<file path="config.mk">
export PLATFORM = sky130hd
export DESIGN_NAME = dbd_dma_chan
export DESIGN_NICKNAME = d
export VERILOG_FILES = /design/src/rtl/dbd_pkg.sv /design/src/rtl/dbd_pair_queue.sv /design/src/rtl/dbd_burst_seq.sv /design/src/rtl/dbd_csr_status.sv /design/src/rtl/dbd_dma_chan.sv
export SDC_FILE = /design/constraint.sdc
export NUM_CORES = 1
export LEC_CHECK = 0
export BUFFER_PORTS_ARGS = -buffer_cell sky130_fd_sc_hd__buf_4
export CORE_AREA = 5 5 134 136
export CTS_CLUSTER_SIZE = 40
export DETAILED_ROUTE_END_ITERATION = 8
export DIE_AREA = 0 0 139 141
export GPL_TIMING_DRIVEN = 0
export PLACE_DENSITY_LB_ADDON = 0.05
export SKIP_CTS_REPAIR_TIMING = 1
export SLEW_MARGIN = 20
export SYNTH_ARGS = -nofsm -noshare
export SYNTH_HDL_FRONTEND = slang
export SYNTH_SLANG_ARGS = --single-unit
</file>
<file path="constraint.sdc">
create_clock -name clk -period 3.7 [get_ports clk]
set_input_delay 0.925 -clock clk [delete_from_list [all_inputs] [get_ports clk]]
set_output_delay 0.925 -clock clk [all_outputs]
set_load 0.02 [all_outputs]
</file>
<file path="src/rtl/dbd_pkg.sv">
package dbd_pkg;
  localparam int REG_W = 32;

  // control/status bit positions (decoded by software)
  localparam int B_INT_PEND = 0;
  localparam int B_ERR_PEND = 1;
  localparam int B_DRAIN    = 2;
  localparam int B_INT_EN   = 4;
  localparam int B_SOFT_RST = 7;
  localparam int B_WR_DIR   = 8;
  localparam int B_EN_DMA   = 9;
  localparam int B_CYC_PEND = 10;
  localparam int B_EN_CNT   = 13;
  localparam int B_TC       = 14;
  localparam int B_BURST_LO = 18;
  localparam int B_TCI_DIS  = 23;
  localparam int B_EN_NEXT  = 24;
  localparam int B_ACTIVE   = 25;
  localparam int B_A_LOAD   = 26;
  localparam int B_N_LOAD   = 27;

  typedef struct packed {
    logic       en_next;
    logic       tci_dis;
    logic [1:0] burst;
    logic       en_cnt;
    logic       en_dma;
    logic       write_dir;
    logic       int_en;
  } ctrl_t;

  function automatic int burst_len(input logic [1:0] code);
    case (code)
      2'b00:   return 4;
      2'b01:   return 8;
      2'b10:   return 1;
      default: return 16;
    endcase
  endfunction
endpackage

</file>
<file path="src/rtl/dbd_pair_queue.sv">
module dbd_pair_queue #(
  parameter int AW = 32,
  parameter int CW = 24
) (
  input  logic          clk,
  input  logic          rst_n,
  input  logic          soft_rst,
  input  logic          drain,
  input  logic          en_dma,
  input  logic          en_next,
  input  logic          en_cnt,
  input  logic          wr_addr,
  input  logic          wr_cnt,
  input  logic [31:0]   wdata,
  input  logic          beat_good,
  output logic [AW-1:0] act_addr,
  output logic [CW-1:0] act_cnt,
  output logic          a_loaded,
  output logic          na_loaded,
  output logic          finish
);
  logic [CW-1:0] stg_cnt, nxt_cnt;
  logic [AW-1:0] nxt_addr;
  logic promote, take, to_act, to_nxt;

  assign finish  = a_loaded && en_cnt &&
                   ((beat_good && act_cnt == CW'(1)) ||
                    (en_dma && !beat_good && act_cnt == '0));
  assign promote = finish && na_loaded && en_next;
  assign take    = wr_addr && en_dma && !soft_rst && !drain;
  assign to_act  = take && (!a_loaded || (finish && !promote));
  assign to_nxt  = take && !to_act && en_next && (!na_loaded || promote);

  always_ff @(posedge clk or negedge rst_n) begin
    if (!rst_n) begin
      stg_cnt   <= '0;
      nxt_cnt   <= '0;
      nxt_addr  <= '0;
      act_cnt   <= '0;
      act_addr  <= '0;
      a_loaded  <= 1'b0;
      na_loaded <= 1'b0;
    end else begin
      if (wr_cnt) stg_cnt <= wdata[CW-1:0];
      if (soft_rst) begin
        a_loaded  <= 1'b0;
        na_loaded <= 1'b0;
      end else begin
        if (beat_good) begin
          act_addr <= act_addr + AW'(1);
          if (en_cnt) act_cnt <= act_cnt - CW'(1);
        end
        if (promote) begin
          act_addr <= nxt_addr;
          act_cnt  <= nxt_cnt;
          a_loaded <= 1'b1;
        end else if (to_act) begin
          act_addr <= wdata[AW-1:0];
          act_cnt  <= stg_cnt;
          a_loaded <= 1'b1;
        end else if (finish) begin
          a_loaded <= 1'b0;
        end
        if (to_nxt) begin
          nxt_addr  <= wdata[AW-1:0];
          nxt_cnt   <= stg_cnt;
          na_loaded <= 1'b1;
        end else if (promote) begin
          na_loaded <= 1'b0;
        end
      end
    end
  end

  // a queued pair only leaves the queue by becoming active (or by soft reset)
  p_promote_r7: assert property (@(posedge clk) disable iff (!rst_n)
    ($fell(na_loaded) && $past(rst_n) && !$past(soft_rst)) |-> a_loaded)
    else $error("queued pair dropped without promotion");

  // a good counted beat that does not finish lowers the count by one
  p_count_step_r4: assert property (@(posedge clk) disable iff (!rst_n)
    ($past(rst_n) && $past(beat_good && en_cnt && !finish && !soft_rst))
      |-> act_cnt == $past(act_cnt) - CW'(1))
    else $error("count did not step");
endmodule

</file>
<file path="src/rtl/dbd_burst_seq.sv">
module dbd_burst_seq #(
  parameter int CW = 24
) (
  input  logic          clk,
  input  logic          rst_n,
  input  logic          soft_rst,
  input  logic          issue_ok,
  input  logic [1:0]    burst_code,
  input  logic          en_cnt,
  input  logic [CW-1:0] act_cnt,
  input  logic          mem_ready,
  input  logic          mem_err,
  output logic          valid,
  output logic          last,
  output logic          hs,
  output logic          hold
);
  import dbd_pkg::*;
  localparam int IW = 4;

  logic [IW-1:0] idx;
  logic gap;

  assign last  = (int'(idx) >= burst_len(burst_code) - 1) ||
                 (en_cnt && act_cnt == CW'(1));
  assign valid = hold || (issue_ok && !gap);
  assign hs    = valid && mem_ready;

  always_ff @(posedge clk or negedge rst_n) begin
    if (!rst_n) begin
      hold <= 1'b0;
      gap  <= 1'b0;
      idx  <= '0;
    end else begin
      hold <= valid && !mem_ready;
      gap  <= hs && last;
      if (soft_rst || (hs && (last || mem_err))) idx <= '0;
      else if (hs) idx <= idx + IW'(1);
    end
  end

  // a stalled request stays valid
  p_hold_valid_r4: assert property (@(posedge clk) disable iff (!rst_n)
    (valid && !mem_ready) |=> valid)
    else $error("request withdrawn while stalled");

  // an idle cycle follows every last beat
  p_gap_after_last_r5: assert property (@(posedge clk) disable iff (!rst_n)
    (hs && last) |=> !valid)
    else $error("no idle cycle after last beat");
endmodule

</file>
<file path="src/rtl/dbd_csr_status.sv">
module dbd_csr_status #(
  parameter logic [3:0] DEV_ID = 4'h5
) (
  input  logic         clk,
  input  logic         rst_n,
  input  logic         wr_csr,
  input  logic [31:0]  wdata,
  input  logic         finish,
  input  logic         beat_err,
  input  logic         dev_irq,
  input  logic         mem_valid,
  input  logic         mem_ready,
  input  logic         cyc_pend,
  input  logic         a_loaded,
  input  logic         na_loaded,
  output dbd_pkg::ctrl_t ctrl,
  output logic         err_pend,
  output logic         drain,
  output logic         soft_rst,
  output logic [31:0]  csr_rd,
  output logic         irq
);
  import dbd_pkg::*;

  logic int_pend, tc, ack_int, ack_err, ack_tc;
  logic unused_wbits;

  assign unused_wbits = ^wdata;
  assign soft_rst = wr_csr && wdata[B_SOFT_RST];
  assign ack_int  = wr_csr && wdata[B_INT_PEND];
  assign ack_err  = wr_csr && wdata[B_ERR_PEND];
  assign ack_tc   = wr_csr && wdata[B_TC];
  assign irq      = ctrl.int_en && (int_pend || err_pend);

  always_ff @(posedge clk or negedge rst_n) begin
    if (!rst_n) begin
      ctrl     <= '0;
      int_pend <= 1'b0;
      err_pend <= 1'b0;
      tc       <= 1'b0;
      drain    <= 1'b0;
    end else if (soft_rst) begin
      ctrl     <= '0;
      int_pend <= 1'b0;
      err_pend <= 1'b0;
      tc       <= 1'b0;
      drain    <= mem_valid && !mem_ready;
    end else begin
      if (wr_csr) begin
        ctrl.int_en    <= wdata[B_INT_EN];
        ctrl.write_dir <= wdata[B_WR_DIR];
        ctrl.en_dma    <= wdata[B_EN_DMA];
        ctrl.en_cnt    <= wdata[B_EN_CNT];
        ctrl.burst     <= wdata[B_BURST_LO+1:B_BURST_LO];
        ctrl.tci_dis   <= wdata[B_TCI_DIS];
        ctrl.en_next   <= wdata[B_EN_NEXT];
      end
      int_pend <= (int_pend && !ack_int) || (finish && !ctrl.tci_dis) || dev_irq;
      err_pend <= (err_pend && !ack_err) || beat_err;
      tc       <= (tc && !ack_tc) || finish;
      drain    <= drain && !(mem_valid && mem_ready);
    end
  end

  always_comb begin
    csr_rd                            = '0;
    csr_rd[B_INT_PEND]                = int_pend;
    csr_rd[B_ERR_PEND]                = err_pend;
    csr_rd[B_DRAIN]                   = drain;
    csr_rd[B_INT_EN]                  = ctrl.int_en;
    csr_rd[B_WR_DIR]                  = ctrl.write_dir;
    csr_rd[B_EN_DMA]                  = ctrl.en_dma;
    csr_rd[B_CYC_PEND]                = cyc_pend;
    csr_rd[B_EN_CNT]                  = ctrl.en_cnt;
    csr_rd[B_TC]                      = tc;
    csr_rd[B_BURST_LO+1:B_BURST_LO]   = ctrl.burst;
    csr_rd[B_TCI_DIS]                 = ctrl.tci_dis;
    csr_rd[B_EN_NEXT]                 = ctrl.en_next;
    csr_rd[B_ACTIVE]                  = a_loaded && ctrl.en_dma && !err_pend;
    csr_rd[B_A_LOAD]                  = a_loaded;
    csr_rd[B_N_LOAD]                  = na_loaded;
    csr_rd[31:28]                     = DEV_ID;
  end

  // error pending only rises after an errored beat
  p_err_cause_r10: assert property (@(posedge clk) disable iff (!rst_n)
    ($rose(err_pend) && $past(rst_n)) |-> $past(beat_err))
    else $error("error pending without errored beat");

  // terminal count brings interrupt pending unless suppressed
  p_tc_int_r6: assert property (@(posedge clk) disable iff (!rst_n)
    ($rose(tc) && $past(rst_n) && !$past(ctrl.tci_dis)) |-> int_pend)
    else $error("terminal count without interrupt pending");
endmodule

</file>
<file path="src/rtl/dbd_dma_chan.sv">
module dbd_dma_chan #(
  parameter int         CNT_W  = 24,
  parameter logic [3:0] DEV_ID = 4'h5
) (
  input  logic        clk,
  input  logic        rst_n,
  input  logic        reg_wen,
  input  logic [3:0]  reg_addr,
  input  logic [31:0] reg_wdata,
  output logic [31:0] reg_rdata,
  output logic        mem_req_valid,
  input  logic        mem_req_ready,
  output logic [31:0] mem_req_addr,
  output logic        mem_req_write,
  output logic        mem_req_last,
  input  logic        mem_err,
  input  logic        dev_irq,
  output logic        dev_strobe,
  output logic        irq
);
  import dbd_pkg::*;
  localparam int AW = REG_W;

  ctrl_t ctrl;
  logic wr_csr, wr_addr, wr_cnt;
  logic soft_rst, drain, err_pend, hold, hs;
  logic a_loaded, na_loaded, finish, issue_ok, beat_good, beat_err;
  logic [AW-1:0]    act_addr;
  logic [CNT_W-1:0] act_cnt;
  logic [31:0]      csr_rd;

  assign wr_csr  = reg_wen && reg_addr == 4'h0;
  assign wr_addr = reg_wen && reg_addr == 4'h4;
  assign wr_cnt  = reg_wen && reg_addr == 4'h8;

  assign beat_good = hs && !drain && !soft_rst && !mem_err;
  assign beat_err  = hs && !drain && !soft_rst && mem_err;
  assign issue_ok  = a_loaded && ctrl.en_dma && !err_pend && !drain &&
                     (!ctrl.en_cnt || act_cnt != '0);

  assign mem_req_addr  = act_addr;
  assign mem_req_write = ctrl.write_dir;

  dbd_csr_status #(.DEV_ID(DEV_ID)) u_status (
    .clk(clk), .rst_n(rst_n), .wr_csr(wr_csr), .wdata(reg_wdata),
    .finish(finish), .beat_err(beat_err), .dev_irq(dev_irq),
    .mem_valid(mem_req_valid), .mem_ready(mem_req_ready), .cyc_pend(hold),
    .a_loaded(a_loaded), .na_loaded(na_loaded), .ctrl(ctrl),
    .err_pend(err_pend), .drain(drain), .soft_rst(soft_rst),
    .csr_rd(csr_rd), .irq(irq)
  );

  dbd_pair_queue #(.AW(AW), .CW(CNT_W)) u_queue (
    .clk(clk), .rst_n(rst_n), .soft_rst(soft_rst), .drain(drain),
    .en_dma(ctrl.en_dma), .en_next(ctrl.en_next), .en_cnt(ctrl.en_cnt),
    .wr_addr(wr_addr), .wr_cnt(wr_cnt), .wdata(reg_wdata),
    .beat_good(beat_good), .act_addr(act_addr), .act_cnt(act_cnt),
    .a_loaded(a_loaded), .na_loaded(na_loaded), .finish(finish)
  );

  dbd_burst_seq #(.CW(CNT_W)) u_seq (
    .clk(clk), .rst_n(rst_n), .soft_rst(soft_rst), .issue_ok(issue_ok),
    .burst_code(ctrl.burst), .en_cnt(ctrl.en_cnt), .act_cnt(act_cnt),
    .mem_ready(mem_req_ready), .mem_err(mem_err), .valid(mem_req_valid),
    .last(mem_req_last), .hs(hs), .hold(hold)
  );

  always_ff @(posedge clk or negedge rst_n) begin
    if (!rst_n) dev_strobe <= 1'b0;
    else        dev_strobe <= beat_good;
  end

  always_comb begin
    case (reg_addr)
      4'h0:    reg_rdata = csr_rd;
      4'h4:    reg_rdata = act_addr;
      4'h8:    reg_rdata = 32'(act_cnt);
      default: reg_rdata = '0;
    endcase
  end

  // a stalled request keeps its address
  p_addr_stable_r4: assert property (@(posedge clk) disable iff (!rst_n)
    (mem_req_valid && !mem_req_ready) |=> (mem_req_valid && $stable(mem_req_addr)))
    else $error("address changed while stalled");

  // draining always shows a pending bus cycle
  p_drain_pend_r12: assert property (@(posedge clk) disable iff (!rst_n)
    drain |-> (hold && mem_req_valid))
    else $error("drain without pending cycle");
endmodule

</file>
==> Word level (Yosys, flattened, before mapping) <==
Cells that the tools add are included.
{ "word_totals": {"regBits": 157, "input_bits": 42, "output_inout_bits": 69, "wordCells": 142} }
{ "op_classes": {"add_sub_neg": 4, "magnitude_cmp": 1, "eq_ne": 5, "muxes": 24, "n_bitwise": 1, "n_reduce_logical": 85} }
{ "op_table": {"columns": ["cell", "count"], "rows": [
  ["24-bit 2-to-1 mux", 4],
  ["32-bit 2-to-1 mux", 3],
  ["32-bit one-hot mux with 3 select lines", 1],
  ["1-bit logical AND", 42],
  ["32-bit by 1-bit adder with 32-bit output, second input constant", 1],
  ["5-bit by 32-bit >= comparator with 1-bit output", 1],
  ["24-bit by 1-bit equality test with 1-bit output, second input constant", 1],
  ["24-bit logical NOT", 1],
  ["24-bit nonzero test", 1],
  ["24-bit by 1-bit subtractor with 24-bit output, second input constant", 1],
  ["1-bit logical NOT", 17],
  ["8-bit 2-to-1 mux", 2],
  ["5-bit one-hot mux with 3 select lines", 1],
  ["1-bit logical OR", 13],
  ["1-bit 2-to-1 mux", 11],
  ["3-bit nonzero test", 3],
  ["4-bit 2-to-1 mux", 2],
  ["5-bit by 1-bit subtractor with 6-bit output, second input constant", 1],
  ["4-bit by 1-bit adder with 4-bit output, second input constant", 1],
  ["4-bit by 3-bit equality test with 1-bit output, second input constant", 1],
  ["4-bit equality test, second input constant", 1],
  ["4-bit logical NOT", 1],
  ["2-bit AND reduction", 2],
  ["2-bit nonzero test", 2],
  ["6 further kinds", 6]
]} }

==> Longest topological paths before layout <==
Gate-level depths: netlist of the first run.
{ "logic_depth": {"depth_word": 27, "mapped_depth": 11, "ltp_nobuf": 10} }

==> By module <==
Synthesis of the first run repeated with hierarchy kept, for this count alone.
{ "hier_totals": {"cells_unflattened": 1007, "hier_area_um2": 9484.1} }
{ "modules_own_cells": {"columns": ["mod", "n_inst", "cells_per_inst", "area_per_inst_um2", "seq_area_each_um2"], "rows": [
  ["dbd_pair_queue", 1, 757, 7514.7, 3453.3],
  ["dbd_csr_status", 1, 88, 749.5, 300.3],
  ["dbd_dma_chan", 1, 108, 735.7, 25.0],
  ["dbd_burst_seq", 1, 54, 484.2, 150.1]
]} }

==> Worst setup path after synthesis of the first run <==
Ideal clock, no wire load.
{ "synth_timing": {"path_kind": "input port to output port", "from": "in reg_addr[2]", "to": "out reg_rdata[13]", "arrival_ns": 2.564, "slack_ns": 0.211, "path_stages": 5, "path_buffers": 3, "path_cell_list": "clkbuf_1 > buf_1 > buf_1 > mux2i_1 > o21ai_0"} }
{ "synth_between": {"elab_chain_len": 2, "word_cells_on_any_way": 4} }
{ "synth_rtl": {"columns": ["item", "line_no", "text"], "rows": [
  ["start: declaration", "dbd_dma_chan.sv:8", "input logic [3:0] reg_addr,"],
  ["4-bit equality test, or another cell as far along", "dbd_dma_chan.sv:74", "case (reg_addr)"],
  ["32-bit one-hot mux with 3 select lines *", "dbd_dma_chan.sv:74", null],
  ["end: declaration", "dbd_dma_chan.sv:10", "output logic [31:0] reg_rdata,"]
]} }
Mark *: on every way between the ends. The rest lies on a longest branch, timed or not.

==> Worst setup path in the final report of the first run <==
{ "layout_timing": {"from": "in reg_addr[1]", "to": "out reg_rdata[13]"} }
Same word-level chain as after synthesis.

==> results.yml, run 1 <==
final_layout:
  fin_util: 0.635
  num-nets-final: 1129
  drive_gt1_frac: 0.198
  diodes: 0
  synthToLayoutAreaGrowth_pct: 19.8
  num-fill-cells: 1461
  stdcell_count: 1316
timing:
  slew_viol_final: 0
  max_slew_margin: 0.374
  finalSetupTns_ns: 0
  grt_setup_unrepaired: "false"
  setup_viol: 0
  hold_violations: 0
  period_needed_ns: 3.70
  finalCritPeriodShare: 0.999
  clock_skew_ns: 0.0133
  worst_pin_slew_ns: 0.931
  fmax_mhz: 271
clock_tree:
  htreeDepth: 4
  numClockSinks: 157
  clock_path_buffers: 2
  ctsRootBufferMaster: "clkbuf_16"
  cts_tree: "yes"
  cts_buffers: 17
  path_clk_slew_ns: 0.06
  clk_latency_ns: 0.43
floorplanning:
  num_io_pins: 111
  dieWidth_um: 139
  coreArea_sq_um: 16800
  die_area_sq_um: 19600
  initial_utilization: 0.530
  die_y_um: 141
  rows: 48
logic_synthesis:
  syn_nets: 997
  ys_warn_count: 0
  ys.flop_type: "dfrtp_1"
  yosys.cell_types.count: 60
  synthCells: 946
  synth_area_leaders: "dfrtp_1 (44%), nand2_1 (6.5%), mux2_1 (5.0%)"
  syn_area_sq_um: 8920
  ys_ff_latch: 157
  async_flop_share: 1.00
  synth_edf_count: 0
  syn_area_per_cell_sq_um: 9.43
  synth.most_common_cell: "dfrtp_1"
  synth_commonest_cells: "dfrtp_1 (157), nand2_1 (154), nor2_1 (78)"
  synth_top_area_share: 0.440
  ys_seq_area_frac: 0.440
  yosys.area.top_type: "dfrtp_1"
routing:
  viasPerCell: 6.12
  firstDrtPassIters: 6
  drc: 0
  drtIter0Drc: 880
  drtAntennaViolNets: 0
  routedWlPerCell_um: 22.2
  finalWirelength_um: 29200
  vias: 8058
worst_setup_path:
  cp.arrival_ns: 2.77
  crit_fanout: 10
  start_kind: "input pin"
  cpMaxStageDelayCell: "o21ai_0"
  crit_chain: "buf_4 -> or3_1 -> clkbuf_1 -> clkbuf_2 -> clkbuf_2 -> o21ai_0 -> buf_4"
  max_stage_delay_ns: 0.42
  crit_type: "input pin to output port"
  required_ns: 2.77
  crit_path_end_kind: "output port"
global_routing:
  grt_max_degree: 95
  grt_usage: 0.300
  grt_pass1_vias: 7795
  antenna_found_initial: 2
  grt_pass1_wl_um: 45600
  gr-total-overflow: 0
power_and_ir_drop:
  power.leakage_uw: 0.00486
  peakVddDrop_v: 0.000371
  finalPower_uw: 7150
  powerDensity_nw_per_um2: 669
outcome:
  status: "finished, final reports clean"
placed_design:
  place_hpwl_um: 20800
  place.gp.congestion: 0.914
  dp_cells: 1282
  placement.io_buffers: 109
min_path:
  min_path_type: "flop to flop"
run:
  drv_cap: 0
state kept, by name (all words and copies together) (netlist names), 4 cells and up:
| register | flops |
|---|---|
| u_seq.idx | 4 |
| u_queue.nxt_addr | 32 |
| u_status.csr_rd | 8 |
| u_queue.nxt_cnt | 24 |
| u_queue.act_addr | 32 |
| u_queue.act_cnt | 24 |
| u_queue.stg_cnt | 24 |
placed cells by master, fill, tap and decap left out, types with 22 or more instances in the layout:
cell and instances:
a31oi_1 53, inv_1 23, nand2_1 153, o21ai_0 27
clkbuf_1 50, buf_4 111, dfrtp_1 157, xnor2_1 28
mux2_2 39, mux2_1 40, nand3_1 22, nor2_1 78
o211ai_1 49
power breakdown:
group          internal (uW)  switching (uW)
Combinational           1210            1490
Sequential              2130             591
Clock                    957             773
Total                   4290            2860
worst max-delay path, delay by kind of cell:
kind	cells	cell delay, ns
buf+inv	5	1.05
simple gates	1	0.36
compound gates	1	0.42
layout make-up:
class / count / area (sq um) / share of cell area
Inverter: 23 / 86.3 / 0.00808
Clock buffer: 19 / 443 / 0.0415
Timing Repair Buffer: 114 / 881 / 0.0824
Buffer: 68 / 308 / 0.0288
Clock inverter: 13 / 129 / 0.0121
Sequential cell: 157 / 3930 / 0.368
Multi-Input combinational cell: 697 / 4630 / 0.433
Tap cell: 225 / 282 / 0.0263
stage by stage:
stage	hold slack, ns	setup slack, ns	instance area, sq um
after floorplan	0.458	0.211	8920
after global placement	0.466	-0.756	10000
after detailed placement	0.475	-0.598	10100
after CTS	0.488	-0.433	10600
after global routing	0.499	0.00960	10700
final	0.487	0.00339	10700
routing by layer:
| layer | vias to the layer above | part of all wire | routed length, um | global-route usage |
|---|---|---|---|---|
| li1 | 3658 | - | - | - |
| met1 | 3938 | 0.43 | 12500 | 0.420 |
| met2 | 371 | 0.45 | 13200 | 0.459 |
| met3 | 89 | 0.080 | 2330 | 0.0570 |
| met4 | 2 | 0.039 | 1150 | 0.127 |
| met5 | - | 0.00027 | 8 | 0 |
logic make-up after synthesis:
group / Yosys count / synth area share
AND/OR/NAND/NOR: 353 / 0.190
AO/OA/AOI/OAI: 190 / 0.146
flip-flops: 157 / 0.440
multiplexers: 96 / 0.119
buffers and inverters: 92 / 0.0438
XOR/XNOR: 49 / 0.0481
adder cells (fa/ha/maj): 9 / 0.0126
final timing paths:
kind,from,end,slack (ns),cells past startpoint
setup / recovery,reg_addr[1],reg_rdata[13],0.003,7
max in group asynchronous,rst_n,u_queue.act_addr[30],2.40,2
min in group asynchronous,rst_n,u_queue.act_addr[4],0.53,1
setup reg to reg,u_queue.act_cnt[11],u_queue.act_cnt[23],0.19,9
hold reg to reg,u_queue.nxt_cnt[22],u_queue.nxt_cnt[22],0.49,1
hold / removal,u_queue.nxt_cnt[22],u_queue.nxt_cnt[22],0.49,1
Power figures use the tool's default switching activity.
==> inputs of run 2 (changes only) <==
--- a/config.mk
+++ b/config.mk
@@ -5,11 +5,11 @@
 export SDC_FILE = /design/constraint.sdc
 export NUM_CORES = 1
 export LEC_CHECK = 0
-export BUFFER_PORTS_ARGS = -buffer_cell sky130_fd_sc_hd__buf_4
 export CORE_AREA = 5 5 134 136
 export CTS_CLUSTER_SIZE = 40
 export DETAILED_ROUTE_END_ITERATION = 8
 export DIE_AREA = 0 0 139 141
+export DONT_BUFFER_PORTS = 1
 export GPL_TIMING_DRIVEN = 0
 export PLACE_DENSITY_LB_ADDON = 0.05
 export SKIP_CTS_REPAIR_TIMING = 1
==> results.yml, run 2 (synthesis results as in run 1) <==
global_routing:
  antenna_found_initial: 1
  met3_usage: 0.0780
  grt_use_met1: 0.403
  grt_pass1_wl_um: 45300
  gr-total-overflow: 0
  grt.busiest_layer: "met2"
  grt_usage: 0.300
  grt_max_degree: 158
  gr-usage-met2: 0.480
  grt_pass1_vias: 7427
timing:
  setup_viol: 0
  period_needed_ns: 3.65
  finalWorstSetupSlack_ns: 0.0455
  finalCritPeriodShare: 0.988
  grt_setup_unrepaired: "true"
  slew_viol_final: 0
  hold_slack_ns: 0.188
  worst_pin_slew_ns: 0.967
  hold_violations: 0
  max_slew_margin: 0.350
  clock_skew_ns: 0.0115
  fmax_mhz: 274
clock_tree:
  clk_latency_ns: 0.44
  clock_path_buffers: 2
  htreeDepth: 4
  cts_tree: "yes"
  numClockSinks: 157
  ctsRootBufferMaster: "clkbuf_16"
  cts_buffers: 17
  path_clk_slew_ns: 0.07
power_and_ir_drop:
  peakVddDrop_v: 0.000351
  power.leakage_uw: 0.00430
  powerDensity_nw_per_um2: 694
worst_setup_path:
  cp.arrival_ns: 2.73
  cp_top_family: "buffers and inverters"
  crit_buf_inv: 3
  reg2reg_slack_ns: 0.23
  max_stage_delay_ns: 0.55
  timing.rr.start: "u_queue.act_cnt[11]"
  crit_chain: "or3_1 -> clkbuf_1 -> clkbuf_1 -> clkbuf_1 -> o21ai_1"
  crit_cells: 5
  crit_fanout: 10
  rr_endpoint: "u_queue.act_addr[20]"
  crit_path_end_kind: "output port"
  crit_type: "input pin to output port"
  reg2reg_depth: 9
  path_common_cell: "clkbuf_1"
  start_kind: "input pin"
  cpMaxStageDelayCell: "o21ai_1"
  required_ns: 2.77
outcome:
  status: "finished, final reports clean"
final_layout:
  diodes: 0
  final_common_cell: "dfrtp_1"
  top_regs: "u_queue.act_addr x32, u_queue.nxt_addr x32"
  layout_common_cells: "dfrtp_1 (157), nand2_1 (153), nor2_1 (78), a31oi_1 (53), clkbuf_1 (52)"
  multiInputGateArea_sq_um: 4620
  stdcell_count: 1204
  num-nets-final: 1017
  num-fill-cells: 1527
  drive_gt1_frac: 0.102
  register_area_sq_um: 3930
  synthToLayoutAreaGrowth_pct: 10.2
floorplanning:
  num_io_pins: 111
  rows: 48
  die_y_um: 141
  initial_utilization: 0.530
  coreArea_sq_um: 16800
  dieWidth_um: 139
  die_area_sq_um: 19600
routing:
  viasPerCell: 6.26
  drtIter0Drc: 747
  finalWirelength_um: 29000
  routedWlPerCell_um: 24.1
  drc: 0
  drtAntennaViolNets: 0
  firstDrtPassIters: 5
  vias: 7537
placed_design:
  place.gp.congestion: 0.928
  place_hpwl_um: 20400
  dp_slack_ns: -0.662
  placement.io_buffers: 0
  dp_cells: 1172
run:
  drv_cap: 0
min_path:
  min_path_type: "input pin to async pin"
-- run 2: routing by layer --
layer,share of wire,wire length [um]
met3,0.079,2290
met5,0,0
met2,0.47,13700
met1,0.43,12300
met4,0.024,687
-- run 2: cell type report --
type / count / area share
Multi-Input combinational cell: 697 / 0.470
Sequential cell: 157 / 0.400
Clock buffer: 21 / 0.0468
Buffer: 67 / 0.0307
Tap cell: 225 / 0.0286
Clock inverter: 11 / 0.0135
Inverter: 23 / 0.00878
Timing Repair Buffer: 3 / 0.00229
-- run 2: worst max-delay path by stage --
stage                               end  slack (ns)         from
after CTS                 reg_rdata[13]       -0.67  reg_addr[2]
after detailed placement  reg_rdata[13]       -0.66  reg_addr[2]
after global placement    reg_rdata[10]       -0.85  reg_addr[2]
after global routing      reg_rdata[13]       -0.03  reg_addr[1]
after floorplan           reg_rdata[13]        0.21  reg_addr[2]
final                     reg_rdata[13]        0.05  reg_addr[1]
-- run 2: stage by stage --
| stage | total power (uW) | TNS, ns | instance area, sq um | util |
|---|---|---|---|---|
| after floorplan | 4440 | 0 | 8920 | - |
| after global placement | 4970 | -42.09 | 9200 | 0.547 |
| after detailed placement | 5010 | -21.52 | 9220 | 0.548 |
| after CTS | 6800 | -6.38 | 9810 | 0.583 |
| after global routing | 7250 | -0.0612 | 9830 | 0.585 |
| final | 6820 | 0 | 9830 | 0.585 |
-- run 2: power breakdown --
part,internal [uW],switching (uW)
Sequential,2120,819
Clock,1040,757
Combinational,932,1150
==> inputs of run 3 (changes only) <==
--- a/config.mk
+++ b/config.mk
@@ -5,10 +5,11 @@
 export SDC_FILE = /design/constraint.sdc
 export NUM_CORES = 1
 export LEC_CHECK = 0
-export CORE_AREA = 5 5 134 136
+export ABC_AREA = 1
+export CORE_AREA = 5 5 136 138
 export CTS_CLUSTER_SIZE = 40
 export DETAILED_ROUTE_END_ITERATION = 8
-export DIE_AREA = 0 0 139 141
+export DIE_AREA = 0 0 141 143
 export DONT_BUFFER_PORTS = 1
 export GPL_TIMING_DRIVEN = 0
 export PLACE_DENSITY_LB_ADDON = 0.05
==> results.yml, run 3 <==
routing:
  vias: 8671
  finalWirelength_um: 30300
  drtAntennaViolNets: 0
  routedWlPerCell_um: 19.3
  drtIter0Drc: 808
  viasPerCell: 5.53
  firstDrtPassIters: 6
  drc: 0
power_and_ir_drop:
  power.leakage_uw: 0.00534
  peakVddDrop_v: 0.000389
  powerDensity_nw_per_um2: 647
  finalPower_uw: 6580
logic_synthesis:
  synth_area_leaders: "dfrtp_1 (42%), nand2_1 (20%), nand3_1 (7.8%)"
  syn_nets: 1362
  ys.flop_type: "dfrtp_1"
  syn_area_per_cell_sq_um: 7.08
  synthCells: 1311
  yosys.cell_types.count: 40
  synth_commonest_cells: "nand2_1 (488), dfrtp_1 (157), inv_1 (147)"
  ys_warn_count: 0
  yosys.area.top_type: "dfrtp_1"
  synth.most_common_cell: "nand2_1"
  ys_seq_area_frac: 0.423
  synth_edf_count: 0
  syn_area_sq_um: 9290
  async_flop_share: 1.00
  synth_top_area_share: 0.423
  ys_ff_latch: 157
floorplanning:
  rows: 48
  initial_utilization: 0.544
  num_io_pins: 111
  coreArea_sq_um: 17100
  die_y_um: 143
  die_area_sq_um: 20200
  dieWidth_um: 141
placed_design:
  place_hpwl_um: 22700
  dp_cells: 1536
  dp_slack_ns: -0.165
  place.gp.congestion: 0.982
  placement.io_buffers: 0
timing:
  grt_setup_unrepaired: "false"
  finalWorstSetupSlack_ns: 0.170
  finalCritPeriodShare: 0.954
  hold_slack_ns: 0.177
  fmax_mhz: 283
  period_needed_ns: 3.53
  slew_viol_final: 0
  setup_viol: 0
  worst_pin_slew_ns: 0.829
  max_slew_margin: 0.442
  hold_violations: 0
  clock_skew_ns: 0.0120
worst_setup_path:
  timing.rr.start: "u_queue.act_cnt[21]"
  crit_path_end_kind: "output port"
  cp.arrival_ns: 2.61
  crit_fanout: 10
  reg2reg_slack_ns: 0.45
  start_kind: "input pin"
  reg2reg_depth: 16
  required_ns: 2.77
  rr_endpoint: "u_queue.act_cnt[21]"
  crit_type: "input pin to output port"
final_layout:
  stdcell_count: 1569
  num-nets-final: 1381
  fin_util: 0.596
  final_common_cell: "nand2_1"
  top_regs: "u_queue.act_addr x32, u_queue.nxt_addr x32"
  drive_gt1_frac: 0.0692
  synthToLayoutAreaGrowth_pct: 9.51
  layout_common_cells: "nand2_1 (488), dfrtp_1 (157), inv_1 (147), nand3_1 (145), nor2_1 (58)"
clock_tree:
  clk_latency_ns: 0.45
  cts_tree: "yes"
  ctsRootBufferMaster: "clkbuf_16"
  path_clk_slew_ns: 0.07
  numClockSinks: 157
  htreeDepth: 4
  cts_buffers: 17
  clock_path_buffers: 2
global_routing:
  grt_pass1_vias: 8448
  gr-total-overflow: 0
  grt_usage: 0.309
  grt_pass1_wl_um: 47700
  antenna_found_initial: 1
  grt_max_degree: 158
outcome:
  status: "finished, final reports clean"
min_path:
  min_path_type: "input pin to async pin"
run:
  drv_cap: 0
[run 3: changes by cell type after synthesis, moves of 21 or more]
| cell | before | now |
|---|---|---|
| clkbuf_1 | 54 | 25 |
| xnor2_1 | 28 | 7 |
| a31oi_1 | 53 | 1 |
| o211ai_1 | 49 | 5 |
| inv_1 | 23 | 147 |
| o21ai_1 | 0 | 50 |
| nand3_1 | 22 | 145 |
| o21ai_0 | 27 | 58 |
| nand2_1 | 154 | 488 |
| mux2_2 | 39 | 0 |
| xor2_1 | 21 | 44 |
| mux2_1 | 40 | 0 |
[run 3: layer usage]
metal,vias up,wire [um],GRT usage
li1,4180,-,-
met1,4036,13100,0.423
met3,72,2650,0.0901
met4,0,894,0.107
met2,383,13700,0.472
met5,-,0,0
[run 3: cells by family after synthesis]
group	synth area share
buf+inv	0.0990
xor+xnor	0.0481
simple gates	0.334
fa+ha+maj	0.0121
compound gates	0.0839
flops	0.423
[run 3: worst max-delay path, cell delays in order]
cell	delay, ns
nor2_2	0.17
inv_1	0.06
nor3_1	0.29
clkbuf_2	0.34
clkbuf_2	0.32
nand2_1	0.18
o211ai_1	0.31
[run 3: final cells by class]
cell class,instances,area [sq um]
diodes,1,2.50
multi-input cells,936,4440
fillers,1682,6890
inverters,155,587
plain buffers,63,335
well taps,225,282
flip-flops and latches,157,3930
clock buffers,18,439
clock inverters,14,158
[run 3: through the flow]
| stage | area [sq um] | TNS [ns] |
|---|---|---|
| after floorplan | 9290 | 0 |
| after global routing | 10200 | 0 |
| after detailed placement | 9570 | -1.16 |
| after CTS | 10200 | -1.24 |
| after global placement | 9570 | -1.01 |
| final | 10200 | 0 |
[run 3: worst max-delay path by stage]
stage,start,to,slack (ns),cells after the start
after global routing,reg_addr[1],reg_rdata[14],0.07,7
after detailed placement,reg_addr[1],reg_rdata[11],-0.17,7
final,reg_addr[1],reg_rdata[14],0.17,7
after global placement,reg_addr[1],reg_rdata[14],-0.16,7
after CTS,reg_addr[1],reg_rdata[11],-0.18,7
after floorplan,reg_addr[1],reg_rdata[12],0.55,6
[run 3: report_power, final]
part | leakage (uW) | total [uW] | switching, uW | internal (uW)
registers | 0.00210 | 2800 | 666 | 2130
logic | 0.00297 | 1970 | 1260 | 710
clock network | 0.000278 | 1810 | 787 | 1020
total | 0.00534 | 6580 | 2710 | 3870
